`src/rtl/lane_char_replacer.sv`:
```
module lane_char_replacer #(
  parameter int FRAME_LEN = 4
) (
  input  logic       clk,
  input  logic       rst_n,
  input  logic       sync_req,
  input  logic       scram_sel,
  input  logic [7:0] tx_octet,
  output logic [7:0] tx_char,
  output logic       tx_k,
  output logic       tx_eof,
  input  logic       rx_sync,
  input  logic [7:0] rx_char,
  input  logic       rx_k,
  output logic [7:0] rx_octet,
  output logic       rx_k_o,
  output logic       rx_eof,
  output logic       comma_align_en
);
  localparam int CW = (FRAME_LEN > 1) ? $clog2(FRAME_LEN) : 1;
  localparam logic [CW-1:0] LAST_POS = CW'(FRAME_LEN - 1);
  localparam logic [7:0] COMMA = 8'hBC;
  localparam logic [7:0] FEND  = 8'hFC;

  logic [CW-1:0] tcnt, rcnt;
  logic [7:0]    tprev, rprev;
  logic          tpv, tmode, rmode;

  wire t_last = (tcnt == LAST_POS);
  wire t_sub  = t_last && (tmode ? (tx_octet == FEND) : (tpv && tx_octet == tprev));

  always_ff @(posedge clk or negedge rst_n) begin
    if (!rst_n) begin
      tx_char <= '0; tx_k <= 1'b0; tx_eof <= 1'b0;
      tcnt <= '0; tprev <= '0; tpv <= 1'b0; tmode <= 1'b0;
    end else if (sync_req) begin
      tx_char <= COMMA; tx_k <= 1'b1; tx_eof <= 1'b0;
      tcnt <= '0; tpv <= 1'b0; tmode <= scram_sel;
    end else begin
      tx_char <= t_sub ? FEND : tx_octet;
      tx_k    <= t_sub;
      tx_eof  <= t_last;
      tcnt    <= t_last ? '0 : tcnt + CW'(1);
      if (t_last) begin
        tprev <= tx_octet;
        tpv   <= 1'b1;
      end
    end
  end

  wire       r_last = (rcnt == LAST_POS);
  wire       r_hit  = r_last && rx_k && (rx_char == FEND);
  wire [7:0] r_val  = r_hit ? (rmode ? FEND : rprev) : rx_char;

  always_ff @(posedge clk or negedge rst_n) begin
    if (!rst_n) begin
      rx_octet <= '0; rx_k_o <= 1'b0; rx_eof <= 1'b0;
      rcnt <= '0; rprev <= '0; rmode <= 1'b0;
    end else if (rx_sync) begin
      rx_octet <= rx_char; rx_k_o <= rx_k; rx_eof <= 1'b0;
      rcnt <= '0; rprev <= '0; rmode <= scram_sel;
    end else begin
      rx_octet <= r_val;
      rx_k_o   <= rx_k && !r_hit;
      rx_eof   <= r_last;
      rcnt     <= r_last ? '0 : rcnt + CW'(1);
      if (r_last) rprev <= r_val;
    end
  end

  assign comma_align_en = rx_sync;
endmodule


```
`config.mk`:
```
export PLATFORM = sky130hd
export DESIGN_NAME = lane_char_replacer
export DESIGN_NICKNAME = d
export VERILOG_FILES = /design/src/rtl/lane_char_replacer.sv
export SDC_FILE = /design/constraint.sdc
export NUM_CORES = 1
export LEC_CHECK = 0
export BUFFER_PORTS_ARGS = -buffer_cell sky130_fd_sc_hd__buf_2
export CAP_MARGIN = 20
export CORE_AREA = 4 4 77 79
export CTS_CLUSTER_DIAMETER = 120
export DETAILED_ROUTE_END_ITERATION = 16
export DIE_AREA = 0 0 81 83
export HOLD_SLACK_MARGIN = 0.06
export RECOVER_POWER = 50
export SLEW_MARGIN = 25
export SYNTH_ARGS = -nofsm -noshare
export SYNTH_HDL_FRONTEND = slang
export SYNTH_SLANG_ARGS = --single-unit
```
`constraint.sdc`:
```
create_clock -name clk -period 1.5 [get_ports clk]
set_input_delay 0.45 -clock clk [delete_from_list [all_inputs] [get_ports clk]]
set_output_delay 0.45 -clock clk [all_outputs]
set_load 0.01 [all_outputs]
```
Word level (Yosys, flattened, before mapping)
Index checks and enable logic that the tools add are counted.
- bitwise gates (word level): 1
- muxes and demuxes: 18
- add/subtract/negate cells: 2
- equality and inequality tests: 5
- reduce and logical (&&, ||, !) cells: 9
- operator list (operator ; count):
    2-to-1 mux 8 bit ; 7
    equality test 8 bit, second input constant ; 2
    equality test 8 bit ; 1
    2-to-1 mux 2 bit ; 4
    2-to-1 mux 1 bit ; 7
    logical AND 1 bit ; 5
    adder 2 x 1 -> 2 bit, second input constant ; 2
    equality test 2 bit, second input constant ; 2
    nonzero test 2 bit ; 2
    AND reduction 2 bit ; 1
    logical NOT 1 bit ; 1
    NOT 1 bit ; 1
- input port bits: 22
- register bits: 43

Depth between registers and ports, before layout
- word-level depth: 6
- mapped depth: 5
- mapped depth without buffers: 5

Worst setup path after synthesis
Ideal clock, no wire load.
- path type: input port to flip-flop
- start: in rx_char[1]
- end: reg rprev[2]
- stages: 3
- data required time: 1.377 ns
- arrival time: 1.302 ns
- path slack: 0.075 ns
- buffers on the path: 0
- library setup time: 0.123 ns
- cell sequence: nand4bb_1 > o41a_1 > o221a_1
- word-level cells in the longest chain between the ends: 5
- RTL lines (element ; RTL line ; source):
    start: declaration ; 13 ; input logic [7:0] rx_char,
    equality test 8 bit ; 52 ; wire r_hit = r_last && rx_k && (rx_char == FEND);
    logical AND 1 bit ; 52 ;
    2-to-1 mux 8 bit ; 53 ; wire [7:0] r_val = r_hit ? (rmode ? FEND : rprev) : rx_char;
    2-to-1 mux 8 bit ; 67 ; if (r_last) rprev <= r_val;
    2-to-1 mux 8 bit ; 59 ; end else if (rx_sync) begin
    end signal: assignment ; 67 ;
    end: declaration ; 26 ; logic [7:0] tprev, rprev;
Every way passes these cells. The select of a mux whose other input is x is not followed.
A chain may end at the register's enable or synchronous reset.

Worst setup path after layout
- start: in rx_sync
- end: out comma_align_en
- RTL lines (element ; RTL line ; source):
    start: declaration ; 12 ; input logic rx_sync,
    end: declaration ; 18 ; output logic comma_align_en
No word-level cell between the ends.

==> flow_summary.yaml <==
timing:
  period_minus_slack_ns: 1.452
  final_max_slew_viol_count: 0
  finClkSkew_ns: 0.01304
  worstMarginPinSlew_ns: 1.026
  relSlewSlack: 0.3162
  fmax_mhz: 688.6
  hold_viol_final: 0
  period_share: 0.9681
  setup_viol: 0
  setup_tns_ns: 0
  rsz0062_at_grt: "yes"
worst_setup_path:
  setup.worst_path.class: "primary input to output pin"
  worst_setup_path_start_kind: "primary input"
  worstPathMaxFanout: 6
  cp-end-kind: "output pin"
  cp.required_ns: 1.05
  regToRegEndpoint: "tx_char[4]$_DFF_PN0_"
  rrSetupSlack_ns: 0.10
  reg2reg_from: "tcnt[0]$_DFF_PN0_"
  rr_worst_depth: 6
  crit_arrival_ns: 1.00
synth:
  synth_xor_area_frac: 0.04154
  synth_top_area_share: 0.6380
  synth_seq_cells: 43
  synthAdderAreaFrac: 0.01484
  synth_most_common_cell: "dfrtp_1"
  yosysTopAreaCell: "dfrtp_1"
  synth_ff_type: "dfrtp_1"
  yosysWarnings: 0
  seq_area_frac_synth: 0.6380
  synth_nets: 147
  syn_area_um2: 1687
  synth_area_leaders: "dfrtp_1, mux2_2, xor2_1"
  synth_common_cells: "dfrtp_1, nor2_1, mux2_2, xor2_1"
  ys_types: 30
  synth_top_family_by_area: "simple AND/OR/NAND/NOR gates"
  synth_compound_area_frac: 0.1083
  synth.area.mux_share: 0.06677
  syn_inst: 123
  synth-simple-area-share: 0.1120
  async_reset_ff_frac: 1.000
  avgSynthCellArea_um2: 13.71
  synth_edf_count: 0
grt:
  grt_pass1_vias: 1256
  grt_pass1_wl_um: 5954
  grtUsageMet1: 0.1566
  grt_usage: 0.1159
  antenna_found_initial: 0
  gr-total-overflow: 0
  grt_max_degree: 44
  busiest_layer: "met2"
  gr-usage-met2: 0.1680
  use_met3: 0.03471
cts:
  clk_path_buf_depth: 2
  clk_pin_slew_ns: 0.08
  cts_root_buf: "clkbuf_8"
  cts_hold_buf: 0
  cts_tree: "yes"
  cts_max_level: 2
  clock_latency_ns: 0.30
  clock_sinks: 43
  cts_made_buffers: 5
cells_and_area:
  area_delta_synth_final_pct: 35.61
  final_nets: 221
  fill_cells: 555
  drive_gt1_frac: 0.4495
  antenna_cells: 0
floorplan:
  ios: 43
  rows: 27
  core_area_um2: 5338
  dieArea_um2: 6723
  die_y_um: 83
  die_w_um: 81
  start_util: 0.3160
place:
  gp_congestion: 0.7728
  hpwl_um: 2571
  place.port_buffers: 42
detailed_routing:
  vias: 1191
  wl_per_cell_um: 13.14
  detail-route-antenna-nets: 0
  avgViaCountPerCell: 4.411
  first_pass_iters: 4
  wl_um: 3549
  drt_iter0_drc: 22
  drc_errors: 0
worst_hold_path:
  hold_path_startpoint: "sync_req"
  min_path_cells: 2
  hp-class: "primary input to flip-flop"
  worstHoldEndpoint: "tx_char[6]$_DFF_PN0_"
run_status:
  status: "finished, final reports clean"
power:
  p_per_area_nw_per_um2: 1089
  finalPower_mw: 2.490
  ir_drop_mv: 0.5073
  p_leak_nw: 1.105
flow_run:
  maxCapViolations: 0
[through the flow]
step,utilization,cell area [um^2],setup WS (ns),instances,hold slack [ns]
after CTS,0.4241,2263,0.02313,269,0.1140
final,0.4285,2287,0.04784,270,0.3688
after detailed placement,0.4088,2182,-0.1729,261,0.4208
after floorplan,-,1687,0.07521,123,0.1544
after global placement,0.4088,2182,-0.1785,261,0.4155
after global routing,0.4285,2287,-0.02809,270,0.3775
[report_power, final]
group,internal [mW],switching [mW],total (mW)
combinational,0.220,0.197,0.417
sequential,1.29,0.0682,1.36
clock,0.327,0.388,0.716
total,1.84,0.654,2.49
[cell usage in the layout, fill, tap and decap left out, drive strengths merged, types with 2 or more instances in the layout]
cell type and n:
buf 67, dfrtp 43, mux2 10, nor2 9
clkbuf 9, xor2 8, o21a 6, o221a 6
nand2b 5, nand2 4, and2 4, inv 4
nor2b 3, nor3 2, o21bai 2, o21ai 2
ha 2, a41oi 2, clkinv 2
[worst max-delay path by stage]
stage	startpoint	to	slack, ns
detailed placement	rx_char[0]	rprev[5]$_DFFE_PN0P_	-0.17
global placement	rx_char[0]	rprev[3]$_DFFE_PN0P_	-0.18
global route	tcnt[0]$_DFF_PN0_	tx_char[5]$_DFF_PN0_	-0.03
floorplan	rx_char[1]	rprev[2]$_DFFE_PN0P_	0.08
finish	rx_sync	comma_align_en	0.05
CTS	rcnt[0]$_DFF_PN0_	rx_octet[0]$_DFF_PN0_	0.02
[registers in the layout, indices dropped and copies added, names as in the netlist]
name      flops
rmode         1
tcnt          2
rx_eof        1
tx_eof        1
tpv           1
tmode         1
rprev         8
tx_char       8
rx_octet      8
tprev         8
rcnt          2
tx_k          1
rx_k_o        1
[kinds of logic (layout without fill, tap and decap cells)]
family / count (synthesis) / in the layout
DFF: 43 / 43
and+or+nand+nor: 33 / 33
AOI/OAI and AO/OA: 20 / 20
muxes: 10 / 10
xor gates and xnor gates: 8 / 8
buffers and inverters: 7 / 82
adders and majority gates: 2 / 2
[area by class of cell]
class	count	area [um^2]	share of cell area
repair buffers	69	406.6	0.1778
well taps	72	90.09	0.03939
inverters	5	18.77	0.008206
flip-flops and latches	43	1076	0.4705
clock buffers	7	76.32	0.03337
clock inverters	1	5.005	0.002188
multi-input cells	73	614.3	0.2686
[what timing repair did]
action | in CTS | in global routing
endpoints found under the setup margin | 0 | 14
hold endpoints to repair | 0 | 0
setup buffers | 0 | 1
resized for setup | 0 | 5
[routing by layer]
| layer | up-vias | part of all wire |
|---|---|---|
| li1 | 579 | - |
| met1 | 563 | 0.48 |
| met2 | 42 | 0.44 |
| met3 | 7 | 0.063 |
| met4 | 0 | 0.022 |
| met5 | - | 0 |
[worst max-delay path, stage by stage]
cell      delay [ns]
buf_2           0.11
clkbuf_1        0.24
buf_2           0.19
(Power assumes the default switching activity.)
